<file path="src/rtl/lvl_ind_pkg.sv">
package lvl_ind_pkg;

  // Comparison strobes from the datapath to the dwell controller
  typedef struct packed {
    logic hitUpper;    // valid sample with magnitude >= upper threshold
    logic aboveLower;  // valid sample with magnitude >= lower threshold
    logic belowLower;  // valid sample with magnitude < lower threshold
  } lvlStrobes_t;

  typedef enum logic [1:0] {
    LI_OFF   = 2'd0,
    LI_HOLD  = 2'd1,
    LI_DWELL = 2'd2
  } lvlState_t;

endpackage

</file>
<file path="src/rtl/lvl_ind_path.sv">
module lvl_ind_path
  import lvl_ind_pkg::*;
#(
  parameter int MANT_W = 14,
  parameter int DLY_W  = 3
) (
  input  logic              clk,
  input  logic              rstN,
  input  logic              sampleValid,
  input  logic [MANT_W-1:0] sampleIn,
  input  logic [MANT_W-2:0] upperThresh,
  input  logic [MANT_W-2:0] lowerThresh,
  input  logic [DLY_W-1:0]  delaySel,
  input  logic              levelInd,
  output lvlStrobes_t       strobes,
  output logic              gainSel
);

  localparam int MAG_W   = MANT_W - 1;
  localparam int DLY_MAX = (1 << DLY_W) - 1;

  logic [MANT_W-1:0] negVal;
  logic [MAG_W-1:0]  mag;
  logic              isMostNeg;

  // Absolute value with saturation of the most negative code
  always_comb begin
    negVal    = ~sampleIn + {{(MANT_W-1){1'b0}}, 1'b1};
    isMostNeg = sampleIn[MANT_W-1] && (sampleIn[MAG_W-1:0] == '0);
    if (!sampleIn[MANT_W-1])
      mag = sampleIn[MAG_W-1:0];
    else if (isMostNeg)
      mag = '1;
    else
      mag = negVal[MAG_W-1:0];
  end

  always_comb begin
    strobes.hitUpper   = sampleValid && (mag >= upperThresh);
    strobes.aboveLower = sampleValid && (mag >= lowerThresh);
    strobes.belowLower = sampleValid && (mag <  lowerThresh);
  end

  // Alignment delay line: tap[k] is the indicator k clocks ago
  logic tap [DLY_MAX+1];
  assign tap[0] = levelInd;

  for (genvar i = 0; i < DLY_MAX; i++) begin : g_stage
    always_ff @(posedge clk or negedge rstN) begin
      if (!rstN) tap[i+1] <= 1'b0;
      else       tap[i+1] <= tap[i];
    end
  end

  assign gainSel = tap[delaySel];

endmodule

</file>
<file path="src/rtl/lvl_ind_ctrl.sv">
module lvl_ind_ctrl
  import lvl_ind_pkg::*;
#(
  parameter int DWELL_W = 16
) (
  input  logic               clk,
  input  logic               rstN,
  input  lvlStrobes_t        strobes,
  input  logic [DWELL_W-1:0] dwellCount,
  output logic               levelInd
);

  lvlState_t          state;
  logic [DWELL_W-1:0] remain;

  always_ff @(posedge clk or negedge rstN) begin
    if (!rstN) begin
      state  <= LI_OFF;
      remain <= '0;
    end else if (strobes.hitUpper) begin
      state <= LI_HOLD;              // set, and cancel any running count
    end else begin
      unique case (state)
        LI_OFF: ;
        LI_HOLD: begin
          if (strobes.belowLower) begin
            if (dwellCount == '0) begin
              state <= LI_OFF;
            end else begin
              state  <= LI_DWELL;
              remain <= dwellCount;
            end
          end
        end
        LI_DWELL: begin
          if (strobes.aboveLower)
            state <= LI_HOLD;        // re-crossing cancels the count
          else if (remain == {{(DWELL_W-1){1'b0}}, 1'b1})
            state <= LI_OFF;         // terminal count
          else
            remain <= remain - {{(DWELL_W-1){1'b0}}, 1'b1};
        end
        default: state <= LI_OFF;
      endcase
    end
  end

  assign levelInd = (state != LI_OFF);

endmodule

</file>
<file path="src/rtl/lvl_indicator.sv">
module lvl_indicator
  import lvl_ind_pkg::*;
#(
  parameter int MANT_W  = 14,
  parameter int DWELL_W = 16,
  parameter int DLY_W   = 3
) (
  input  logic               clk,
  input  logic               rstN,
  input  logic               sampleValid,
  input  logic [MANT_W-1:0]  sampleIn,
  input  logic [MANT_W-2:0]  upperThresh,
  input  logic [MANT_W-2:0]  lowerThresh,
  input  logic [DWELL_W-1:0] dwellCount,
  input  logic [DLY_W-1:0]   delaySel,
  output logic               levelInd,
  output logic               gainSel
);

  lvlStrobes_t strobes;

  lvl_ind_path #(.MANT_W(MANT_W), .DLY_W(DLY_W)) u_path (
    .clk         (clk),
    .rstN        (rstN),
    .sampleValid (sampleValid),
    .sampleIn    (sampleIn),
    .upperThresh (upperThresh),
    .lowerThresh (lowerThresh),
    .delaySel    (delaySel),
    .levelInd    (levelInd),
    .strobes     (strobes),
    .gainSel     (gainSel)
  );

  lvl_ind_ctrl #(.DWELL_W(DWELL_W)) u_ctrl (
    .clk        (clk),
    .rstN       (rstN),
    .strobes    (strobes),
    .dwellCount (dwellCount),
    .levelInd   (levelInd)
  );

endmodule

</file>
<file path="config.mk">
export PLATFORM = sky130hd
export DESIGN_NAME = lvl_indicator
export DESIGN_NICKNAME = d
export VERILOG_FILES = /design/src/rtl/lvl_ind_pkg.sv /design/src/rtl/lvl_ind_path.sv /design/src/rtl/lvl_ind_ctrl.sv /design/src/rtl/lvl_indicator.sv
export SDC_FILE = /design/constraint.sdc
export NUM_CORES = 1
export LEC_CHECK = 0
export CORE_UTILIZATION = 54
export CTS_CLUSTER_DIAMETER = 60
export DETAILED_ROUTE_END_ITERATION = 10
export PLACE_DENSITY = 0.87
export SYNTH_ARGS = -nofsm -noshare
export SYNTH_HDL_FRONTEND = slang
export SYNTH_HIERARCHICAL = 1
export SYNTH_SLANG_ARGS = --single-unit
</file>
<file path="constraint.sdc">
create_clock -name clk -period 3 [get_ports clk]
set_clock_uncertainty 0.15 [all_clocks]
set_input_delay 0.6 -clock clk [delete_from_list [all_inputs] [get_ports clk]]
set_output_delay 0.6 -clock clk [all_outputs]
set_load 0.02 [all_outputs]
</file>
---- Word level (Yosys, flattened, before mapping) ----
Index checks and enable logic that the tools add are counted.
W data, S select, Z words.
word-level totals
  flip-flop bits (word level) ............. 25
  input port bits ......................... 62
  output and inout port bits .............. 2
cells by class
  add/sub/neg operators ................... 2
  order comparisons ....................... 4
  equality and inequality tests ........... 10
  mux-type cells .......................... 16
  bitwise gates (word level) .............. 3
  reductions and logical operators ........ 11
operators with widths
  operator                 number
  $mux W16                 4
  $pmux W16 S2             1
  $ge A13 B13 Y1           2
  $mux W13                 2
  $eq A16 B1 Y1 const B    1
  $logic_not A16 Y1        1
  $sub A16 B1 Y16 const B  1
  $add A13 B1 Y13 const B  1
  $logic_not A13 Y1        1
  $lt A13 B13 Y1           1
  $not A13 Y13             1
  $mux W2                  5
  $ne A2 B2 Y1 const B     5
  $pmux W2 S3              1
  $reduce_and A6 Y1        1
  $ge A4 B4 Y1 const B     1
  $logic_and A1 B1 Y1      4
  $ne A4 B3 Y1 const B     1
  $not A3 Y4               1
  $reduce_bool A2 Y1       2
  $bmux W1 S3              1
  $ne A3 B3 Y1 const B     1
  $reduce_and A3 Y1        1
  $eq A2 B1 Y1 const B     1
  other kinds (4)          5

---- Depth between registers and ports, before layout ----
Gate-level depths: netlist of the first run.
  depth in word-level cells ............... 9
  gate-level depth with buffers ........... 17
  gate-level depth less buffers ........... 16

---- By module ----
The synthesis of the first run kept the hierarchy.
modules (own cells, without submodules)
  module        instances  cells each  area each (um^2)  sequential area each (um^2)
  lvl_ind_ctrl  1          156         1325.0            450.4
  lvl_ind_path  1          158         1237.4            175.2

---- Worst setup path before layout of the first run ----
OpenSTA, ideal clock, no wires.
  path kind ............................... input port to flip-flop
  start point ............................. input port sampleIn[4]
  end point ............................... register u_ctrl.remain[5]
  library setup time ...................... 0.104 ns
  arrival time ............................ 3.927 ns
  data required time ...................... 2.746 ns
  path slack .............................. -1.181 ns
  stages on the path ...................... 15
  path buffers ............................ 1
  cells stage by stage .................... or4_4 > or3_4 > o41ai_4 > mux2i_1 > ha_1 > and3_1 > nand3_1 > a2bb2oi_1 > o31ai_1 > o21bai_1 > a211o_1 > a21oi_2 > buf_2 > nand2_1 > a221oi_1
RTL lines
  element                 RTL line             RTL
  start: declaration      lvl_indicator.sv:11  input logic [MANT_W-1:0] sampleIn,
  end signal: assignment  lvl_ind_ctrl.sv:31   remain <= dwellCount;
  end signal: assignment  lvl_ind_ctrl.sv:41   remain <= remain - {{(DWELL_W-1){1'b0}}, 1'b1};
  end: declaration        lvl_ind_ctrl.sv:14   logic [DWELL_W-1:0] remain;

==> results.txt, run 1 <==
Status - complete, but fails checks
Worst reg2reg path startpoint - u_ctrl/state[0]
Hold WC Path Type - reg2reg
Setup ws final - -1350 ps
Antenna-violating nets left - 0
Violated checks - design-rule violations, negative setup slack
Req. time, crit path - 3020 ps
Normalized max-slew margin - 0.538
Kind of critical path - in2reg
Worst-skew pair later-pin latency - 280 ps
Final hold violations - 0
Flop pwr share - 0.306
Hold WS - 231 ps
Commonest cells post-synth - inv_1, nand2_1, ha_1
Aggregate global-route resource usage - 0.349
Yosys warns - 6
P_int - 1280 uW
Max-Cap Viols - 0
Synth top area share - 0.244
Main flop type after synthesis - dfrtp_1
Total wire length - 11100 um
Area contributors post-synth - dfrtp_1, ha_1, inv_1
Most common cell in the netlist - inv_1
Switching share of power - 0.460
Fillcell total - 194
CORE AREA - 4440 um^2
Cts bufs inserted - 3
Vias in the first global route - 3064
Critical path launch point type - primary input
Post-DP HPWL - 6010 um
FP Rows - 24
Net Sw Power - 1080 uW
DP Area - 3540 um^2
Leading area contributor after synthesis - dfrtp_1
Antenna violations before repair - 0
Final min period - 4350 ps
Die ar. - 5020 um^2
Clk slew on worst S/H paths - 100 ps
CTS tree - done
Syn avg cell area - 8.16 um^2
Worst vdd ir - 0.367 mV
Root Buffer - clkbuf_8
Synthesis-to-layout area growth - 56.3%
Largest net degree at the start of global routing - 31
Cells after Synth - 314
Chip width - 70.9 um
Leak Pwr - 0.00176 uW
Iter 0 DRT Violations - 765
Total global routing overflow - 0
Post-synth EDFFs - 0
Ys async rst share - 1.00
Hold path start - u_path/tap[5]
Setup crit start - sampleIn[5]
Die height - 70.9 um
Worst-Margin Slew - 692 ps
H-tree depth - 1
CP endpoint kind - flop
Max clock buf depth - 2
Maximum clock rate - 0.230 GHz
WP data arrival - 4370 ps
Post-Syn Area - 2560 um^2
Power share of the combinational group - 0.605
Final setup viols - 18
Mapped Nets - 408
Fin crit share - 1.45
PortBufs - 63
Starting Density - 0.577
Gpl congestion - 0.970
Slew Limit Fails - 0
Share of layout cells above drive strength 1 - 0.298
Global-route wire length before repair - 13800 um
Clock net sink count - 25
Final layout net count - 518
RSZ-0062 raised after global routing - yes
Drt drc - 4
PD cells - 589 nW/um^2
Seq/Total Area, Yosys - 0.244
Distinct cells, synth - 60
Crit-path max FO - 4
Power share of the clock group - 0.089
Via count - 3373
Antenna diodes - 0
Final instance area - 4010 um^2
Post-CTS Hold Buffers - 0
Io pins - 64
Drt pass-1 iters - 10
FF+latch count, synth - 25
WL/cell - 23.3 um
Routed vias/inst - 7.10
-- power groups by stage --
stage               Sequential [uW]  Combinational (uW)  Clock [uW]
finish                          722                1430         209
global route                    736                1500         230
CTS                             689                1130         204
detailed placement              692                1010           0
global placement                682                 967           0
floorplan                       640                 658           0
-- cell families (layout without fill, tap and decap cells) --
kind of cell,count (synthesis),count (layout),share of synthesized area
simple gates,107,107,0.230
mux,8,8,0.0415
xor+xnor,7,7,0.0239
compound gates,86,86,0.228
fa+ha+maj,32,32,0.156
flops,25,25,0.244
buf+inv,49,158,0.0767
-- per-stage QoR --
step | std cells | total power, uW | setup WS, ps | utilization | TNS [ps]
after floorplan | 314 | 1300 | -1130 | - | -17660
after global placement | 462 | 1650 | -1620 | 0.796 | -28320
after detailed placement | 462 | 1710 | -1770 | 0.796 | -30520
after CTS | 470 | 2020 | -1050 | 0.844 | -18050
after global routing | 475 | 2460 | -1380 | 0.901 | -22990
final | 475 | 2360 | -1350 | 0.901 | -22970
-- worst max-delay path: stages --
cell and delay [ps]:
buf_6 90, or4_4 520, buf_4 170, nor3_4 150, nand3_2 150, buf_4 170, nand2_1 80, buf_4 110
ha_1 250, a21oi_1 270, o21ai_1 180, o21ai_0 310, a21boi_1 170, a211o_1 380, a21oi_4 220, buf_6 130
buf_2 130, nor3b_2 220, a221oi_2 50
-- timing repair --
| action | in CTS | in global routing |
|---|---|---|
| setup endpoints to repair | 19 | 19 |
| gates cloned | 1 | 0 |
| buffers inserted | 3 | 5 |
| gates resized for setup | 57 | 48 |
| pin swaps | 15 | 19 |
-- path summary, 6_finish.rpt --
kind                                      to  slack (ps)  cells after the start
max                         u_ctrl/remain[5]       -1350                     19
min                            u_path/tap[4]         230                      0
max reg2reg                  u_ctrl/state[1]         430                      8
min reg2reg                    u_path/tap[4]         230                      0
max in group asynchronous    u_ctrl/state[1]        1900                      2
min in group asynchronous  u_ctrl/remain[12]         530                      2
-- registers in the layout, indices dropped and copies added, names as in the netlist --
register       flops
u_path/tap         7
u_ctrl/state       2
u_ctrl/remain     16
-- layer usage --
layer | routed length [um] | vias to the layer above | share of wire | GRT usage
li1 | - | 1378 | - | -
met4 | 915 | 0 | 0.083 | 0.187
met5 | 0 | - | 0 | 0
met2 | 5330 | 338 | 0.48 | 0.626
met3 | 1220 | 136 | 0.11 | 0.0698
met1 | 3620 | 1521 | 0.33 | 0.389
-- layout make-up --
type                       instances  area (um^2)  area share
inverter                          40          150      0.0375
sequential                        25          626       0.156
clock buffer                       4         45.0      0.0112
timing repair buffer             114         1030       0.258
multi-input combinational        240         2090       0.521
tap                               52         65.1      0.0162
-- placed cells by master, fill, tap and decap left out, types with 3 or more instances in the layout --
cell type	Yosys	routed
o21ai_0	13	7
clkbuf_8	0	3
nand4_1	5	5
nand2_1	35	28
nor4_1	13	8
a21oi_2	1	10
ha_4	0	4
xor2_1	6	6
o21ai_1	5	9
nor2_1	14	11
mux2i_1	5	3
nand3_1	9	7
nor4_4	1	3
clkdlybuf4s50_1	0	54
o31ai_1	6	3
buf_4	1	41
nor3_1	4	4
buf_6	1	11
nor2b_1	4	3
buf_2	1	3
or3_4	1	3
nor4_2	1	4
a31oi_1	4	3
dfrtp_1	25	25
inv_1	40	40
a32oi_1	4	4
ha_1	32	28
o221a_1	4	4
nand2_2	0	5
o22ai_1	3	3
a21oi_1	28	18
nand2_4	1	3
Power figures use the tool's default switching activity.
==> run 2, diff against run 1 <==
CORE_MARGIN = 4   (was default)
==> run 2 against run 1 <==
Against the previous run: the run ends with negative setup slack left; clock-buffer cell count stayed put; first-iteration DRC count shrank 44%; non-clock buffer count decreased by 4; combinational power shrank 9.8%; hold slack lost 3.1 ps; routed wire length decreased by 11%; register-to-register slack improved by 60 ps; die area is 18% higher; via count decreased by 5.2%; critical path depth is 2 lower; flip-flop and latch count unchanged; utilization down 2.8 points; critical path type unchanged; largest power group unchanged.
==> results.txt, run 2 (synthesized netlist as in run 1, its figures left out) <==
Status - complete, but fails checks
Violated checks - negative setup slack
Worst reg2reg path startpoint - u_ctrl/remain[1]
Crit-path max FO - 5
Iter 0 DRT Violations - 431
Antenna diodes - 0
Drt pass-1 iters - 5
Overall power - 2220 uW
Leak Pwr - 0.00173 uW
FP Rows - 24
Slew Limit Fails - 0
Largest net degree at the start of global routing - 31
Aggregate global-route resource usage - 0.271
Worst-Margin Slew - 622 ps
Worst Path Buf+Inv - 3
Kind of critical path - in2reg
Max-Cap Viols - 0
Post-CTS Hold Buffers - 0
Io pins - 64
Share of layout cells above drive strength 1 - 0.272
Registers with the most flip-flops - u_ctrl/remain (16), u_path/tap (7), u_ctrl/state (2)
Worst-skew pair later-pin latency - 290 ps
PortBufs - 63
Clock net sink count - 25
Routed vias/inst - 6.79
Max reg flops - 16
Drt drc - 0
WP data arrival - 4350 ps
Final layout net count - 514
Clk slew on worst S/H paths - 100 ps
Final min period - 4320 ps
Highest-count cells in the layout ignoring fill and taps - clkdlybuf4s50_1, inv_1, buf_4
Worst vdd ir - 0.294 mV
Die height - 76.9 um
Setup ws final - -1320 ps
Starting Density - 0.573
Cts bufs inserted - 3
Root Buffer - clkbuf_8
Critical path launch point type - primary input
CORE AREA - 4470 um^2
Antenna-violating nets left - 0
WL/cell - 20.9 um
Via count - 3199
Global-route wire length before repair - 13200 um
Hold WC Path Type - reg2reg
PD cells - 569 nW/um^2
CP endpoint kind - flop
Setup crit start - sampleIn[10]
Antenna violations before repair - 0
R2r worst-path depth - 7
Worst R2R Setup Slack - 490 ps
Maximum clock rate - 0.231 GHz
Gpl congestion - 0.960
Critical-path top delay cell - clkdlybuf4s50_1
CP cell instances - clkdlybuf4s50_1 > nor4_2 > buf_4 > and4b_2 > nor2_1 > mux2i_1 > ha_1 > a21oi_1 > o21ai_2 > a2bb2oi_2 > o31ai_2 > o21bai_1 > a211o_1 > buf_6 > nor4_4 > a32oi_1 > o221a_1
Fillcell total - 199
Most common cell after layout, fill and taps aside - clkdlybuf4s50_1
Final hold violations - 0
Synthesis-to-layout area growth - 52.6%
Req. time, crit path - 3030 ps
Total global routing overflow - 0
Hold WS - 228 ps
CTS tree - done
Final setup viols - 18
Chip width - 76.9 um
Post-DP HPWL - 6230 um
Number of cells on the critical path - 17
Normalized max-slew margin - 0.582
Crit path max-delay family - compound AO/OA/AOI/OAI gates
Max clock buf depth - 2
Total wire length - 9850 um
Fin crit share - 1.44
Die ar. - 5910 um^2
Most flops, register - u_ctrl/remain
Reg2reg end - u_ctrl/remain[6]
Setup WS pre-CTS - -1780 ps
Vias in the first global route - 2986
H-tree depth - 1
Critical path's largest stage delay - 480 ps
RSZ-0062 raised after global routing - yes
CP endpoint - u_ctrl/remain[6]
==> run 2: cell types whose count changed in the layout (fill, tap and decap cells not counted), moves of 2 or more <==
cell / previous run / this run
o21ai_1: 9 / 7
nand2_1: 28 / 30
buf_4: 41 / 38
o21ai_0: 7 / 9
buf_2: 3 / 1
ha_4: 4 / 2
o31ai_4: 2 / 0
nand2_2: 5 / 3
==> run 2: stage by stage <==
stage               setup TNS [ps]   util  area [um^2]  std cells
CTS                         -18820  0.824         3680        470
detailed placement          -30310  0.794         3550        464
floorplan                   -17660      -         2580        314
global route                -22990  0.874         3910        471
finish                      -22140  0.874         3910        471
global placement            -28080  0.794         3550        464
==> run 2: metal layers <==
layer	share of wire	up-vias	GRT usage
met5	0	-	0
met4	0.060	0	0.120
met3	0.090	77	0.0422
met2	0.48	262	0.504
met1	0.37	1493	0.302
li1	-	1367	-
==> run 2: timing repair <==
item | 4_1_cts | 5_1_grt
pin swaps | 15 | 9
buffers inserted | 2 | 1
gates resized for setup | 41 | 46
endpoints found under the setup margin | 19 | 19
==> run 2: worst min-delay path by stage <==
stage                  startpoint          endpoint  slack [ps]  cells past startpoint
finish              u_path/tap[4]     u_path/tap[3]         230                      0
global route        u_path/tap[4]     u_path/tap[3]         240                      0
CTS                 u_path/tap[4]     u_path/tap[3]         230                      0
detailed placement  u_path/tap[3]     u_path/tap[2]         210                      0
global placement    u_path/tap[1]     u_path/tap[0]         210                      0
floorplan                    rstN  u_ctrl/remain[0]         150                      0
==> run 2: power by group <==
| group | total (uW) | switching, uW | leakage [uW] | internal (uW) |
|---|---|---|---|---|
| registers | 716 | 213 | 0.000287 | 503 |
| clock network | 214 | 118 | 0.0000228 | 95.7 |
| logic | 1290 | 666 | 0.00142 | 627 |
| total | 2220 | 997 | 0.00173 | 1230 |
==> run 2: area by class of cell <==
cell class	count	area, um^2	share of cell area
sequential	25	626	0.160
timing repair buffer	110	1020	0.260
multi-input combinational	240	2010	0.514
clock buffer	4	45.0	0.0115
inverter	40	150	0.0384
tap	52	65.1	0.0166
==> run 3, diff against run 2 <==
GPL_ROUTABILITY_DRIVEN = 0   (was default)
==> run 3 against run 2 <==
Against the previous run: the flow still finishes with violations (negative setup slack); via count is 4.2% lower; clock-buffer cell count stayed put; critical path depth is 1 lower; register-to-register slack better by 120 ps; sequential share of layout area is 0.25 points higher; first-iteration DRC count is 13% lower; fmax is 2.7% higher; routed wire length is 8.7% lower; flip-flop and latch count stayed put; cell count stayed put; largest cell class unchanged; largest power group unchanged.
==> results.txt, run 3 (synthesized netlist as in run 1, its figures left out) <==
Chip width - 76.9 um
Highest-count cells in the layout ignoring fill and taps - clkdlybuf4s50_1, buf_4, inv_1
Critical path launch point type - primary input
Fin Setup TNS - -20510 ps
Final min period - 4210 ps
Critical path's largest stage delay - 550 ps
Synthesis-to-layout area growth - 50.2%
WP data arrival - 4270 ps
Reg2reg end - u_ctrl/remain[8]
Most common cell after layout, fill and taps aside - clkdlybuf4s50_1
Fillcell total - 233
Max clock buf depth - 2
Overall power - 2200 uW
Vias in the first global route - 3154
Die ar. - 5910 um^2
Root Buffer - clkbuf_8
H-tree depth - 1
Most flops, register - u_ctrl/remain
CORE AREA - 4470 um^2
Final layout net count - 514
Clock net sink count - 25
Register Area - 626 um^2
PortBufs - 63
Max reg flops - 16
Drt pass-1 iters - 5
CP endpoint kind - flop
Worst-Margin Slew - 611 ps
Crit-path max FO - 6
Antenna diodes - 0
R2r worst-path depth - 7
Hold path start - u_path/tap[4]
Crit path max-delay family - simple AND/OR/NAND/NOR gates
Net Sw Power - 975 uW
Registers with the most flip-flops - u_ctrl/remain (16), u_path/tap (7), u_ctrl/state (2)
Fin crit share - 1.40
Worst reg2reg path startpoint - u_ctrl/remain[1]
Largest net degree at the start of global routing - 26
CP cell instances - buf_6 > or4_4 > or3_4 > o41ai_4 > mux2i_2 > ha_1 > and3_4 > nand3_4 > a2bb2oi_4 > o31ai_4 > o21bai_1 > a211o_1 > a21oi_4 > buf_4 > and2_4 > o221a_1
Share of layout cells above drive strength 1 - 0.241
Setup ws final - -1210 ps
RSZ-0062 raised after global routing - yes
Drt drc - 0
Kind of critical path - in2reg
Iter 0 DRT Violations - 377
Critical-path top delay cell - or4_4
Status - complete, but fails checks
Switching share of power - 0.444
Hold path endpoint - u_path/tap[3]
Power share of the clock group - 0.097
Antenna violations before repair - 0
Io pins - 64
Post-CTS Hold Buffers - 0
Slew Limit Fails - 0
Final hold violations - 0
Antenna-violating nets left - 0
CTS tree - done
WL/cell - 19.1 um
Total wire length - 8990 um
Via count - 3064
Leak Pwr - 0.00172 uW
Die height - 76.9 um
Worst Path Buf+Inv - 2
Req. time, crit path - 3060 ps
P_int - 1220 uW
Worst R2R Setup Slack - 610 ps
Cts bufs inserted - 3
Starting Density - 0.573
Global-route wire length before repair - 13900 um
Maximum clock rate - 0.238 GHz
Post-DP HPWL - 6200 um
Final setup viols - 18
Clk slew on worst S/H paths - 80 ps
WHS Path Cells - 0
Hold WC Path Type - reg2reg
Power share of the combinational group - 0.580
Total global routing overflow - 0
Routed vias/inst - 6.51
Normalized max-slew margin - 0.589
Worst vdd ir - 0.310 mV
Final Util - 0.860
FP Rows - 24
Flop pwr share - 0.324
Max-Cap Viols - 0
Violated checks - negative setup slack
Multi-input gate area - 1980 um^2
Worst-skew pair later-pin latency - 290 ps
PD cells - 571 nW/um^2
Aggregate global-route resource usage - 0.288
-- run 3: changes by cell type in the layout (fill, tap and decap cells not counted), sizes merged --
cell,change
clkbuf,+1
clkdlybuf4s15,-1
dlygate4sd2,+1
dlymetal6s2s,-1
-- run 3: worst max-delay path by stage --
| stage | depth (start not counted) | startpoint | end |
|---|---|---|---|
| 2_1_floorplan | 15 | sampleIn[4] | u_ctrl/remain[5] |
| 3_3_place_gp | 16 | sampleIn[4] | u_ctrl/remain[5] |
| 3_5_place_dp | 16 | sampleIn[4] | u_ctrl/remain[5] |
| 4_1_cts | 16 | sampleIn[3] | u_ctrl/remain[12] |
| 5_1_grt | 16 | sampleIn[3] | u_ctrl/remain[5] |
| 6_report | 16 | sampleIn[3] | u_ctrl/remain[8] |
-- run 3: routing by layer --
metal	track usage	share of wire	up-vias
li1	-	-	1374
met1	0.314	0.36	1427
met2	0.538	0.52	212
met3	0.0386	0.082	51
met4	0.149	0.039	0
met5	0	0	-
-- run 3: layout make-up --
type	count	area share
clock buffers	4	0.0117
inverters	40	0.0390
multi-input cells	240	0.513
flip-flops and latches	25	0.162
well taps	52	0.0169
repair buffers	110	0.257
-- run 3: through the flow --
step	hold WS (ps)	setup WS, ps	std cells	area, um^2
2_1_floorplan	154	-1130	314	2580
3_3_place_gp	209	-1630	465	3560
3_5_place_dp	214	-1860	465	3560
4_1_cts	234	-1100	470	3730
5_1_grt	239	-1250	471	3850
6_report	234	-1210	471	3850
-- run 3: what timing repair did --
item	CTS	global route
pin swaps	18	10
gates cloned	1	0
endpoints found under the setup margin	19	19
setup buffers	1	1
gates resized for setup	51	22
-- run 3: power groups by stage --
| stage | clock network (uW) | registers, uW | logic [uW] |
|---|---|---|---|
| final | 212 | 712 | 1270 |
| after global routing | 230 | 729 | 1360 |
| after CTS | 210 | 693 | 1130 |
| after detailed placement | 0 | 696 | 1040 |
| after global placement | 0 | 682 | 982 |
| after floorplan | 0 | 640 | 658 |
